File: config.mk
export PLATFORM = sky130hd
export DESIGN_NAME = tpm_spi_xact
export DESIGN_NICKNAME = d
export VERILOG_FILES = /design/src/rtl/tpm_spi_pkg.sv /design/src/rtl/tpm_spi_tick.sv /design/src/rtl/tpm_spi_shift.sv /design/src/rtl/tpm_spi_xact.sv
export SDC_FILE = /design/constraint.sdc
export NUM_CORES = 1
export LEC_CHECK = 0
export BUFFER_PORTS_ARGS = -buffer_cell sky130_fd_sc_hd__buf_2
export CAP_MARGIN = 20
export CORE_MARGIN = 10
export CORE_UTILIZATION = 38
export CTS_CLUSTER_SIZE = 14
export DETAILED_ROUTE_END_ITERATION = 6
export GPL_ROUTABILITY_DRIVEN = 0
export GPL_TIMING_DRIVEN = 0
export SETUP_SLACK_MARGIN = 0.4
export SLEW_MARGIN = 10
export SYNTH_ARGS = -nofsm -noshare
export SYNTH_HDL_FRONTEND = slang
export SYNTH_SLANG_ARGS = --single-unit
File: constraint.sdc
create_clock -name clk -period 4.5 [get_ports clk]
set_input_delay 0.9 -clock clk [delete_from_list [all_inputs] [get_ports clk]]
set_output_delay 0.9 -clock clk [all_outputs]
set_load 0.02 [all_outputs]
File: src/rtl/tpm_spi_pkg.sv
`timescale 1ns/1ps
package tpm_spi_pkg;
  localparam int ADDR_W   = 24;
  localparam int RD_FLAG  = 7;
  localparam int RDY_BIT  = 0;

  typedef enum logic [1:0] {ST_IDLE, ST_HDR, ST_WAIT, ST_DATA} xact_st_t;

  // header byte selected by position within the four-byte preamble
  function automatic logic [7:0] hdr_byte(input logic [1:0] idx, input logic rd,
                                          input logic [5:0] cm1,
                                          input logic [ADDR_W-1:0] addr);
    case (idx)
      2'd0:    return {rd, 1'b0, cm1};
      2'd1:    return addr[23:16];
      2'd2:    return addr[15:8];
      default: return addr[7:0];
    endcase
  endfunction
endpackage

File: src/rtl/tpm_spi_tick.sv
`timescale 1ns/1ps
// Half-period strobe for the serial clock; restarts whenever run is low.
module tpm_spi_tick #(
  parameter int HALF = 2
) (
  input  logic clk,
  input  logic rst,
  input  logic run,
  output logic tick
);
  localparam int CW = (HALF > 1) ? $clog2(HALF) : 1;
  logic [CW-1:0] cnt;

  assign tick = run && (cnt == CW'(HALF - 1));

  always_ff @(posedge clk) begin
    if (rst || !run) cnt <= '0;
    else if (tick)   cnt <= '0;
    else             cnt <= cnt + 1'b1;
  end
endmodule

File: src/rtl/tpm_spi_shift.sv
`timescale 1ns/1ps
// One mode-0 byte exchange per go pulse, MSB first.
module tpm_spi_shift #(
  parameter int DIV = 4
) (
  input  logic       clk,
  input  logic       rst,
  input  logic       go,
  input  logic [7:0] tx,
  output logic       fin,
  output logic [7:0] rx,
  output logic       sck,
  output logic       mosi,
  input  logic       miso
);
  localparam int HALF = DIV / 2;

  logic       active;
  logic       tick;
  logic [2:0] bitn;
  logic [7:0] sh;

  tpm_spi_tick #(.HALF(HALF)) u_tick (
    .clk (clk),
    .rst (rst),
    .run (active),
    .tick(tick)
  );

  assign mosi = sh[7];

  always_ff @(posedge clk) begin
    if (rst) begin
      active <= 1'b0;
      sck    <= 1'b0;
      bitn   <= '0;
      sh     <= '0;
      rx     <= '0;
      fin    <= 1'b0;
    end else begin
      fin <= 1'b0;
      if (go) begin
        active <= 1'b1;
        sh     <= tx;
        bitn   <= '0;
        sck    <= 1'b0;
      end else if (tick) begin
        if (!sck) begin
          sck <= 1'b1;
          rx  <= {rx[6:0], miso};
        end else begin
          sck <= 1'b0;
          sh  <= {sh[6:0], 1'b0};
          if (bitn == 3'd7) begin
            active <= 1'b0;
            fin    <= 1'b1;
          end else begin
            bitn <= bitn + 3'd1;
          end
        end
      end
    end
  end
endmodule

File: src/rtl/tpm_spi_xact.sv
`timescale 1ns/1ps
module tpm_spi_xact
  import tpm_spi_pkg::*;
#(
  parameter int DIV     = 4,
  parameter int RETRIES = 50,
  parameter int LEN_W   = 6
) (
  input  logic              clk,
  input  logic              rst,
  input  logic              req_start,
  input  logic              req_read,
  input  logic [ADDR_W-1:0] req_addr,
  input  logic [LEN_W-1:0]  req_cnt_m1,
  output logic              busy,
  output logic              done,
  output logic              stat_ok,
  input  logic [7:0]        wr_data,
  input  logic              wr_valid,
  output logic              wr_ready,
  output logic [7:0]        rd_data,
  output logic              rd_valid,
  input  logic              rd_ready,
  output logic              spi_sck,
  output logic              spi_cs_n,
  output logic              spi_mosi,
  input  logic              spi_miso
);
  localparam int PW = $clog2(RETRIES + 1);

  xact_st_t          st;
  logic              rd_mode;
  logic [ADDR_W-1:0] addr_q;
  logic [LEN_W-1:0]  cm1_q;
  logic [LEN_W-1:0]  didx;
  logic [1:0]        hidx;
  logic [PW-1:0]     polls;
  logic              need;
  logic              sh_go;
  logic [7:0]        sh_tx;
  logic              sh_fin;
  logic [7:0]        sh_rx;

  tpm_spi_shift #(.DIV(DIV)) u_shift (
    .clk (clk),
    .rst (rst),
    .go  (sh_go),
    .tx  (sh_tx),
    .fin (sh_fin),
    .rx  (sh_rx),
    .sck (spi_sck),
    .mosi(spi_mosi),
    .miso(spi_miso)
  );

  assign busy     = (st != ST_IDLE);
  assign wr_ready = (st == ST_DATA) && need && !rd_mode;

  always_ff @(posedge clk) begin
    if (rst) begin
      st       <= ST_IDLE;
      rd_mode  <= 1'b0;
      addr_q   <= '0;
      cm1_q    <= '0;
      didx     <= '0;
      hidx     <= '0;
      polls    <= '0;
      need     <= 1'b0;
      sh_go    <= 1'b0;
      sh_tx    <= '0;
      spi_cs_n <= 1'b1;
      done     <= 1'b0;
      stat_ok  <= 1'b0;
      rd_data  <= '0;
      rd_valid <= 1'b0;
    end else begin
      sh_go <= 1'b0;
      done  <= 1'b0;
      if (rd_valid && rd_ready) rd_valid <= 1'b0;
      case (st)
        ST_IDLE: if (req_start) begin
          st       <= ST_HDR;
          rd_mode  <= req_read;
          addr_q   <= req_addr;
          cm1_q    <= req_cnt_m1;
          hidx     <= '0;
          polls    <= '0;
          didx     <= '0;
          need     <= 1'b0;
          spi_cs_n <= 1'b0;
          sh_go    <= 1'b1;
          sh_tx    <= hdr_byte(2'd0, req_read, 6'(req_cnt_m1), req_addr);
        end
        ST_HDR: if (sh_fin) begin
          if (hidx == 2'd3) begin
            if (sh_rx[RDY_BIT]) begin
              st   <= ST_DATA;
              need <= 1'b1;
            end else begin
              st    <= ST_WAIT;
              sh_go <= 1'b1;
              sh_tx <= '0;
            end
          end else begin
            hidx  <= hidx + 2'd1;
            sh_go <= 1'b1;
            sh_tx <= hdr_byte(hidx + 2'd1, rd_mode, 6'(cm1_q), addr_q);
          end
        end
        ST_WAIT: if (sh_fin) begin
          if (sh_rx[RDY_BIT]) begin
            st   <= ST_DATA;
            need <= 1'b1;
          end else if (polls == PW'(RETRIES - 1)) begin
            st       <= ST_IDLE;
            spi_cs_n <= 1'b1;
            done     <= 1'b1;
            stat_ok  <= 1'b0;
          end else begin
            polls <= polls + 1'b1;
            sh_go <= 1'b1;
            sh_tx <= '0;
          end
        end
        ST_DATA: begin
          if (need && rd_mode && !rd_valid) begin
            sh_go <= 1'b1;
            sh_tx <= '0;
            need  <= 1'b0;
          end else if (need && !rd_mode && wr_valid) begin
            sh_go <= 1'b1;
            sh_tx <= wr_data;
            need  <= 1'b0;
          end
          if (sh_fin) begin
            if (rd_mode) begin
              rd_data  <= sh_rx;
              rd_valid <= 1'b1;
            end
            if (didx == cm1_q) begin
              st       <= ST_IDLE;
              spi_cs_n <= 1'b1;
              done     <= 1'b1;
              stat_ok  <= 1'b1;
            end else begin
              didx <= didx + 1'b1;
              need <= 1'b1;
            end
          end
        end
        default: st <= ST_IDLE;
      endcase
    end
  end
endmodule

# After elaboration in Yosys (flattened, before gate mapping)
# Index checks and enable logic that the tools add are counted.
# totals
input_bits,45
output_inout_bits,16
wordCells,176
ff_bits,92
# classes
mux,82
eq_ne,23
add_sub_neg,5
n_reduce_logical,40
bitwise,4
# op_table
op,count
8-bit 2-to-1 mux,12
1-bit 2-to-1 mux,42
6-bit 2-to-1 mux,6
8-bit case mux with 4 select lines,1
6-bit case mux with 2 select lines,2
8-bit case mux with 3 select lines,1
2-bit 2-to-1 mux,11
7-bit AND reduction,3
2-bit nonzero test,8
2-bit inequality test (second input constant),7
6-bit by 1-bit adder with 6-bit output (second input constant),2
3-bit AND reduction,4
4-bit AND reduction,3
2-bit equality test (second input constant),4
1-bit logical AND,8
2-bit by 1-bit inequality test with 1-bit output (second input constant),4
1-bit case mux with 4 select lines,2
2-bit case mux with 4 select lines,1
6-bit equality test,1
6-bit equality test (second input constant),1
6-bit AND reduction,1
5-bit AND reduction,1
2-bit by 1-bit equality test with 1-bit output (second input constant),2
2-bit logical NOT,2
17 further kinds,25

# Depth between registers and ports, before layout
# Gate-level depths: netlist (run 1).
# depth
ltp_word,8
ltp_mapped,8
ltp_nobuf,7

# Hierarchy
# A second synthesis (run 1) with hierarchy kept.
# hier_totals
hier_cells,544
hier_area_um2,4400.5
# modules_own_cells
mod,cells_per_inst,seq_area_each_um2,area_per_inst_um2,instances
tpm_spi_xact,438,1381.3,3424.5,1
tpm_spi_shift,103,440.4,935.9,1
tpm_spi_tick,3,20.0,40.0,1

# Worst setup path before layout (run 1)
# OpenSTA, ideal clock, no wires.
# synth_timing
kind,register to output
start,register st[0]
end,output wr_ready
stages_incl_launch_ff,5
t_required_ns,3.600
slack_ns,2.368
arrival_time_ns,1.232
n_path_buf,1
path_cell_list,dfxtp_1 -> ha_1 -> clkbuf_1 -> nand2_1 -> nor2_1
# synth_via
elab_chain_cells,3
# synth_rtl
element,line,source
"start, declared",tpm_spi_xact.sv:31,xact_st_t st;
"start signal, assigned",tpm_spi_xact.sv:61,st <= ST_IDLE;
"start signal, assigned",tpm_spi_xact.sv:82,st <= ST_HDR;
"start signal, assigned",tpm_spi_xact.sv:97,st <= ST_DATA;
2-bit equality test,tpm_spi_xact.sv:57,assign wr_ready = (st == ST_DATA) && need && !rd_mode;
1-bit logical AND (2 in series),tpm_spi_xact.sv:57,
"end, declared",tpm_spi_xact.sv:20,"output logic wr_ready,"
# No other way between the ends.

# Final worst setup path (run 1)
# Same ends and word-level chain as after synthesis.

==> results of run 1 <==
-- critical path, stage by stage (launching register included) --
cell and delay (ps):
dfxtp_1 390, ha_1 300, clkbuf_1 400, nand2_1 140, nor2_1 130, buf_2 180
-- final cells by class --
type / count / area [µm²] / area share
Tap cell: 140 / 175.2 / 0.03436
Buffer: 32 / 162.7 / 0.03191
Clock inverter: 2 / 35.03 / 0.006873
Sequential cell: 92 / 1842 / 0.3613
Clock buffer: 12 / 256.5 / 0.05032
Inverter: 19 / 71.32 / 0.01399
Multi-Input combinational cell: 391 / 2260 / 0.4433
Timing Repair Buffer: 59 / 295.3 / 0.05793
-- power by group --
part	switching, µW	internal, µW
registers	69.7	914
clock network	302	454
logic	439	251
-- cell usage after synthesis (3+ instances only) --
cell type,number,area [µm²]
nand2_1,111,416.7
dfxtp_1,92,1842
a21oi_1,83,415.4
nor2_1,38,142.6
clkbuf_1,26,97.59
inv_1,18,67.56
ha_1,15,187.7
mux2i_1,11,110.1
o21ai_0,10,50.05
xor2_1,10,87.58
nor3_1,9,45.04
a22oi_1,8,60.06
nand3_1,8,40.04
a221o_1,7,70.07
a22o_1,7,61.31
a2bb2oi_1,7,61.31
a31oi_1,6,37.54
nand2b_1,6,37.54
and3_1,5,31.28
nand4_1,5,31.28
nor2b_1,5,31.28
o31ai_1,4,30.03
and2_1,3,18.77
clkbuf_8,3,41.29
nor3b_1,3,22.52
or3_1,3,18.77
-- state kept, by name (all words and copies together) (netlist names), 2 cells and up --
name and cells:
st 2, u_shift.bitn 3, rd_data 8, didx 6
polls 6, u_shift.sh 8, sh_tx 8, cm1_q 6
hidx 2, u_shift.rx 8, addr_q 24
-- metal layers --
metal,vias to the layer above,routed length (µm)
met5,-,0
met4,0,245
met3,14,463
met2,87,5795
met1,1857,5551
li1,1987,-
-- cell families (layout without fill, tap and decap cells) --
logic type,after synthesis,count (layout),synth area share
adders and majority gates,15,15,0.04329
AOI/OAI and AO/OA,150,150,0.2165
buffers and inverters,51,124,0.05396
DFF,92,92,0.4248
xor gates and xnor gates,11,11,0.02222
and+or+nand+nor,203,203,0.2104
muxes,12,12,0.02886
-- worst max path at each step --
stage / start / end / slack [ps] / cells after the start
6_report: st[0]$_SDFFE_PP0P_ / wr_ready / 1720 / 5
5_1_grt: st[0]$_SDFFE_PP0P_ / wr_ready / 1620 / 5
4_1_cts: st[0]$_SDFFE_PP0P_ / wr_ready / 1750 / 5
3_5_place_dp: req_start / didx[4]$_SDFFE_PP0P_ / 2000 / 6
3_3_place_gp: req_start / didx[4]$_SDFFE_PP0P_ / 2070 / 6
2_1_floorplan: st[0]$_SDFFE_PP0P_ / wr_ready / 2370 / 4
-- through the flow --
stage	total power [µW]	util	hold slack, ps	setup WS (ps)	std cells
6_report	2429	0.4641	452.3	1722	747
2_1_floorplan	1477	-	431.9	2368	534
5_1_grt	2560	0.4641	474.6	1619	747
3_5_place_dp	1686	0.4376	447.0	2000	733
4_1_cts	2439	0.4641	455.4	1751	747
3_3_place_gp	1671	0.4376	442.4	2066	733
==> results.sh, run 1 <==
export IMPL_clkSinkCount=92
export IMPL_pin_count=61
export IMPL_drv_slew=0
export IMPL_ys_flop_type="dfxtp_1"
export IMPL_grt_antenna_before_repair=0
export IMPL_die_area_mm2=0.01608
export IMPL_ys_types=54
export IMPL_layout_min_cycle_time_ps=2778
export IMPL_gr_usage_all_layers=0.1500
export IMPL_use_met2=0.2439
export IMPL_r2r_start="st[0]$_SDFFE_PP0P_"
export IMPL_clockBufferDepth=2
export IMPL_final_hold_viol_count=0
export IMPL_drt_wl_total_mm=12.06
export IMPL_hpwl_mm=9.181
export IMPL_status="finished clean"
export IMPL_power_leakage_uw=0.002102
export IMPL_crit_fanout=10
export IMPL_vias=3945
export IMPL_fmax_mhz=360.0
export IMPL_antenna_cells=0
export IMPL_timing_rr_end="didx[4]$_SDFFE_PP0P_"
export IMPL_drt_iter0_drc=246
export IMPL_grt_max_degree=14
export IMPL_grtUsageMet3=0.02124
export IMPL_drive_gt1_frac=0.1450
export IMPL_cts_resized_gates=0
export IMPL_fin_setup_tns_ps=0
export IMPL_drtPass1Iterations=5
export IMPL_grt_pass1_wl_mm=19.97
export IMPL_async_reset_ff_frac=0
export IMPL_slew_headroom=0.2871
export IMPL_r2r_setup_slack_ps=2110
export IMPL_ys_ff_latch=92
export IMPL_end_kind="primary output"
export IMPL_cts_clk_slew_worst_paths_ps=60
export IMPL_start_util=0.3947
export IMPL_syn_nets=594
export IMPL_std_cell_rows=38
export IMPL_fin_skew_ps=6.166
export IMPL_grt_busiest_layer="met2"
export IMPL_syn_inst=534
export IMPL_clock_latency_ps=340
export IMPL_numCtsBuffers=9
export IMPL_peakVddDrop_v=0.0001777
export IMPL_post_cts_buffers=0
export IMPL_nets=664
export IMPL_rsz0062_at_grt="no"
export IMPL_final_common_cell="nand2_1"
export IMPL_remaining_drc_errors=0
export IMPL_required_ps=3600
export IMPL_finalSetupViolations=0
export IMPL_h_tree_depth=3
export IMPL_io_buffers=59
export IMPL_reg2reg_depth=7
export IMPL_critPathKind="flip-flop to primary output"
export IMPL_area_delta_synth_final_pct=17.58
export IMPL_holdCritPathClass="flip-flop to flip-flop"
export IMPL_die_height_um=126.8
export IMPL_cap_violations=0
export IMPL_die_w_um=126.8
export IMPL_cts_tree="yes"
export IMPL_avgRoutedWirePerCell_um=16.14
export IMPL_cp_start_kind="flip-flop"
export IMPL_dpl_cell_area_mm2=0.004806
export IMPL_synth_edf_count=0
export IMPL_syn_area_mm2=0.004335
export IMPL_stdcell_area_mm2=0.005097
export IMPL_coreArea_mm2=0.01098
export IMPL_gr_usage_met1=0.1896
export IMPL_final_antenna_net_count=0
export IMPL_layout_common_cells="nand2_1, dfxtp_1, a21oi_1"
export IMPL_avgSynthCellArea_um2=8.119
export IMPL_seq_area_frac_synth=0.4248
export IMPL_yosysWarnings=0
export IMPL_vias_per_cell=5.281
export IMPL_gr_total_overflow=0
export IMPL_nFillCells=1105
export IMPL_grt_pass1_vias=3971
export IMPL_power_density_mw_per_mm2=476.5
export IMPL_tightest_slew_ps=1061
export IMPL_holdPathEnd="rd_data[3]$_SDFFE_PP0P_"
export IMPL_worstHoldStart="rd_data[3]$_SDFFE_PP0P_"
export IMPL_period_share=0.6173
export IMPL_clockRootBuffer="clkbuf_16"
export IMPL_hold_buffers=0
export IMPL_hold_depth=2
export IMPL_arrival_ps=1880
No activity file was read; power rests on OpenSTA's default activity.
==> inputs of run 2 (changes only) <==
clock period = 2.8 ns   (was 4.5 ns; I/O delays follow)
==> run 2 against run 1 <==
  * Power increased by 61%
  * Sequential power increased by 61%
  * Sequential share of layout area decreased by 0.11 points
  * First-iteration DRC count increased by 1.2%
==> results.sh, run 2 (synthesized netlist as in run 1, its figures left out) <==
export IMPL_cap_violations=0
export IMPL_clkSinkCount=92
export IMPL_end_kind="primary output"
export IMPL_gr_usage_all_layers=0.1500
export IMPL_stdcell_area_mm2=0.005112
export IMPL_cts_clk_slew_worst_paths_ps=60
export IMPL_power_uw=3909
export IMPL_regMostFlops="addr_q"
export IMPL_layout_common_cells="nand2_1, dfxtp_1, a21oi_1"
export IMPL_final_common_cell="nand2_1"
export IMPL_multi_input_area_mm2=0.002273
export IMPL_largest_reg_flops=24
export IMPL_crit_fanout=10
export IMPL_power_density_mw_per_mm2=764.7
export IMPL_drt_iter0_drc=249
export IMPL_finalSetupViolations=0
export IMPL_slowest_delay_ps=390
export IMPL_tightest_slew_ps=1047
export IMPL_drtPass1Iterations=4
export IMPL_power_leakage_uw=0.002107
export IMPL_coreArea_mm2=0.01098
export IMPL_die_w_um=126.8
export IMPL_hold_buffers=0
export IMPL_final_cells=747
export IMPL_avgRoutedWirePerCell_um=16.08
export IMPL_hpwl_mm=9.181
export IMPL_grt_antenna_before_repair=0
export IMPL_clockBufferDepth=2
export IMPL_post_cts_buffers=0
export IMPL_fin_skew_ps=6.032
export IMPL_drv_slew=0
export IMPL_slew_headroom=0.2963
export IMPL_status="finished clean"
export IMPL_cts_tree="yes"
export IMPL_final_hold_viol_count=0
export IMPL_arrival_ps=1730
export IMPL_nFillCells=1104
export IMPL_drive_gt1_frac=0.1499
export IMPL_grt_max_degree=14
export IMPL_period_share=0.8164
export IMPL_vias=3940
export IMPL_area_delta_synth_final_pct=17.92
export IMPL_cpMaxStageDelayCell="dfxtp_1"
export IMPL_place_inst=733
export IMPL_std_cell_rows=38
export IMPL_clock_latency_ps=340
export IMPL_r2r_setup_slack_ps=540
export IMPL_numCtsBuffers=9
export IMPL_vias_per_cell=5.274
export IMPL_remaining_drc_errors=0
export IMPL_die_height_um=126.8
export IMPL_holdCritPathClass="flip-flop to flip-flop"
export IMPL_peakVddDrop_v=0.0002863
export IMPL_final_antenna_net_count=0
export IMPL_dpl_cell_area_mm2=0.004806
export IMPL_fmax_mhz=437.4
export IMPL_grt_pass1_vias=3971
export IMPL_rsz0062_at_grt="no"
export IMPL_required_ps=2240
export IMPL_critPathKind="flip-flop to primary output"
export IMPL_pin_count=61
export IMPL_gr_total_overflow=0
export IMPL_layout_min_cycle_time_ps=2286
export IMPL_path_cells="ha_1, clkbuf_2, nand2_1, nor2_1, buf_2"
export IMPL_clockRootBuffer="clkbuf_16"
export IMPL_io_buffers=59
export IMPL_fin_setup_tns_ps=0
export IMPL_cp_start_kind="flip-flop"
export IMPL_grt_pass1_wl_mm=19.97
export IMPL_drt_wl_total_mm=12.02
export IMPL_regArea_mm2=0.001842
export IMPL_start_util=0.3947
export IMPL_nets=664
export IMPL_die_area_mm2=0.01608
export IMPL_h_tree_depth=3
export IMPL_antenna_cells=0
-- run 2: repair_timing --
item,CTS,global route
endpoints found under the hold margin,0,0
setup endpoints to repair,1,7
resized for setup,1,3
-- run 2: metal layers --
metal | track usage | up-vias | share of wire
li1 | - | 1995 | -
met1 | 0.1896 | 1829 | 0.45
met2 | 0.2439 | 99 | 0.48
met3 | 0.02124 | 17 | 0.048
met4 | 0.07435 | 0 | 0.022
met5 | 0 | - | 0
-- run 2: power breakdown --
part / internal, µW / switching (µW) / leakage [µW]
combinational: 408 / 710 / 0.00121
sequential: 1470 / 113 / 0.000749
clock: 729 / 481 / 0.000145
-- run 2: final cells by class --
type                       count  share of cell area
inverter                      19             0.01395
buffer                        32             0.03206
tap                          140             0.03426
sequential                    92              0.3603
timing repair buffer          59             0.05776
clock buffer                  12             0.05017
clock inverter                 2            0.006853
multi-input combinational    391              0.4447
-- run 2: metrics by stage --
step / utilization / setup slack [ps] / hold WS, ps
6_report: 0.4655 / 514.0 / 452.3
4_1_cts: 0.4642 / 430.0 / 446.5
5_1_grt: 0.4655 / 422.2 / 463.3
3_3_place_gp: 0.4376 / 531.5 / 442.4
3_5_place_dp: 0.4376 / 448.3 / 447.0
2_1_floorplan: - / 820.9 / 431.9
-- run 2: path summary, 6_finish.rpt --
check | start | to | cells past startpoint
worst max register to register | st[0]$_SDFFE_PP0P_ | st[0]$_SDFFE_PP0P_ | 8
worst max-delay path | st[0]$_SDFFE_PP0P_ | wr_ready | 5
worst min-delay path | rd_data[3]$_SDFFE_PP0P_ | rd_data[3]$_SDFFE_PP0P_ | 2
worst min register to register | rd_data[3]$_SDFFE_PP0P_ | rd_data[3]$_SDFFE_PP0P_ | 2
-- run 2: critical path: cells and delay by family (launching register included) --
kind | cells | cell delay (ps)
and+or+nand+nor | 2 | 230
DFF | 1 | 390
buffers and inverters | 2 | 460
adders and majority gates | 1 | 300
==> inputs of run 3 (changes only) <==
clock period = 2.27 ns   (was 2.8 ns; I/O delays follow)
==> run 3 against run 2 <==
  * Wire length increased by 3.6%
  * Clock skew up 0.63 ps
  * Design area grew 5.6%
  * Sequential share of layout area down 1.7 points
  * Die area unchanged
  * Worst hold slack worse by 110 ps
  * Via count rose by 3.4%
  * Register-to-register slack got worse by 200 ps
  * Critical endpoint is now st[0]$_SDFFE_PP0P_
==> results.sh, run 3 (synthesized netlist as in run 1, its figures left out) <==
export IMPL_coreArea_mm2=0.01098
export IMPL_met1Wirelength_mm=5.813
export IMPL_final_common_cell="nand2_1"
export IMPL_power_leakage_uw=0.002233
export IMPL_die_height_um=126.8
export IMPL_required_ps=2500
export IMPL_power_density_mw_per_mm2=933.0
export IMPL_holdCritPathClass="input port to flip-flop"
export IMPL_clockRootBuffer="clkbuf_16"
export IMPL_cpMaxStageDelayCell="or3_4"
export IMPL_fin_skew_ps=6.665
export IMPL_nets=681
export IMPL_cap_violations=0
export IMPL_gr_total_overflow=0
export IMPL_vias=4073
export IMPL_hpwl_mm=9.215
export IMPL_die_w_um=126.8
export IMPL_final_hold_viol_count=0
export IMPL_clkSinkCount=92
export IMPL_path_cells="xor2_1, nor4_4, a31oi_2, or3_4, mux2_4"
export IMPL_clkPwrFrac=0.277
export IMPL_drv_slew=0
export IMPL_grt_pass1_wl_mm=19.51
export IMPL_hold_buffers=0
export IMPL_gr_usage_all_layers=0.1471
export IMPL_tightest_slew_ps=1063
export IMPL_avgRoutedWirePerCell_um=16.25
export IMPL_die_area_mm2=0.01608
export IMPL_fin_setup_tns_ps=0
export IMPL_h_tree_depth=3
export IMPL_slowest_delay_ps=430
export IMPL_critPathKind="flip-flop to flip-flop"
export IMPL_period_share=0.8500
export IMPL_drt_wl_total_mm=12.45
export IMPL_drt_iter0_drc=265
export IMPL_stdcell_area_mm2=0.005400
export IMPL_cts_clk_slew_worst_paths_ps=70
export IMPL_vias_per_cell=5.317
export IMPL_crit_fanout=6
export IMPL_switchingPower_uw=1756
export IMPL_remaining_drc_errors=0
export IMPL_antenna_cells=0
export IMPL_clockBufferDepth=2
export IMPL_p_sw_frac=0.3486
export IMPL_met3_length_um=619
export IMPL_drive_gt1_frac=0.2300
export IMPL_finalSetupViolations=0
export IMPL_final_antenna_net_count=0
export IMPL_start_util=0.3947
export IMPL_power_frac_seq=0.390
export IMPL_cp_start_kind="flip-flop"
export IMPL_drtPass1Iterations=5
export IMPL_critical_path_buf_inv_count=0
export IMPL_largest_reg_flops=24
export IMPL_regMostFlops="addr_q"
export IMPL_layout_common_cells="nand2_1, dfxtp_1, a21oi_1"
export IMPL_rsz0062_at_grt="yes"
export IMPL_peakVddDrop_v=0.0003478
export IMPL_slew_headroom=0.2861
export IMPL_arrival_ps=2160
export IMPL_layout_min_cycle_time_ps=1929
export IMPL_wl_met2_mm=5.862
export IMPL_dpl_cell_area_mm2=0.004820
export IMPL_regArea_mm2=0.001856
export IMPL_end_kind="flip-flop"
export IMPL_multi_input_area_mm2=0.002401
export IMPL_pin_count=61
export IMPL_fmax_mhz=518.3
export IMPL_clock_latency_ps=340
export IMPL_combinationalPowerShare=0.333
export IMPL_area_delta_synth_final_pct=24.56
export IMPL_internal_power_uw=3282
export IMPL_std_cell_rows=38
export IMPL_numCtsBuffers=9
export IMPL_top_layer_used="met4"
export IMPL_grt_antenna_before_repair=0
export IMPL_grt_max_degree=15
export IMPL_status="finished clean"
export IMPL_grt_pass1_vias=3865
export IMPL_critical_path_top_delay_family="simple AND/OR/NAND/NOR gates"
export IMPL_nFillCells=1041
export IMPL_io_buffers=59
export IMPL_cts_tree="yes"
-- run 3: cell types whose count changed in the layout (fill, tap and decap cells not counted), sizes merged --
cell	previous run	this run
clkinvlp	0	2
clkbuf	41	37
clkinv	2	3
buf	62	83
bufinv	1	0
-- run 3: routing by layer --
metal,GRT usage,up-vias
met1,0.1897,1931
met2,0.2394,100
li1,-,2028
met5,0,-
met3,0.03290,14
met4,0.04287,0
-- run 3: through the flow --
| step | total power [µW] | cells | util | setup WS [ps] | hold slack (ps) |
|---|---|---|---|---|---|
| floorplan | 2947 | 534 | - | 374.8 | 431.9 |
| global placement | 3331 | 733 | 0.4388 | 172.3 | 443.1 |
| detailed placement | 3353 | 733 | 0.4388 | 139.9 | 447.0 |
| CTS | 4855 | 754 | 0.4755 | 376.5 | 337.6 |
| global route | 5306 | 766 | 0.4917 | 258.1 | 336.9 |
| finish | 5038 | 766 | 0.4917 | 340.6 | 340.4 |
-- run 3: repair_timing --
| item | CTS | global route |
|---|---|---|
| setup buffers | 5 | 12 |
| gates cloned | 0 | 0 |
| pin swaps | 5 | 12 |
| gates resized for setup | 29 | 34 |
| setup endpoints to repair | 43 | 30 |
-- run 3: path summary, 6_finish.rpt --
check | cells after the start | from | endpoint | slack, ps
setup / recovery | 5 | didx[0]$_SDFFE_PP0P_ | st[0]$_SDFFE_PP0P_ | 340
hold / removal | 3 | req_addr[6] | addr_q[6]$_SDFFE_PP0P_ | 340
setup reg to reg | 5 | didx[0]$_SDFFE_PP0P_ | st[0]$_SDFFE_PP0P_ | 340
hold reg to reg | 2 | addr_q[1]$_SDFFE_PP0P_ | addr_q[1]$_SDFFE_PP0P_ | 450
-- run 3: cell type report --
class                   count  area share
plain buffers              32     0.03475
clock buffers              12     0.04564
clock inverters             4    0.004634
inverters                  19     0.01483
multi-input cells         391      0.4446
flip-flops and latches     92      0.3436
well taps                 140     0.03244
repair buffers             76     0.07947
-- run 3: power by group through the flow --
| stage | combinational, µW | sequential, µW | clock (µW) |
|---|---|---|---|
| 2_1_floorplan | 996 | 1950 | 0 |
| 3_3_place_gp | 1350 | 1980 | 0 |
| 3_5_place_dp | 1370 | 1980 | 0 |
| 4_1_cts | 1490 | 1960 | 1410 |
| 5_1_grt | 1830 | 1990 | 1490 |
| 6_report | 1680 | 1960 | 1390 |
-- run 3: worst register-to-register path: stages (launching register included) --
cell,delay (ps)
dfxtp_2,350
xor2_1,190
nor4_4,360
a31oi_2,190
or3_4,430
mux2_4,290
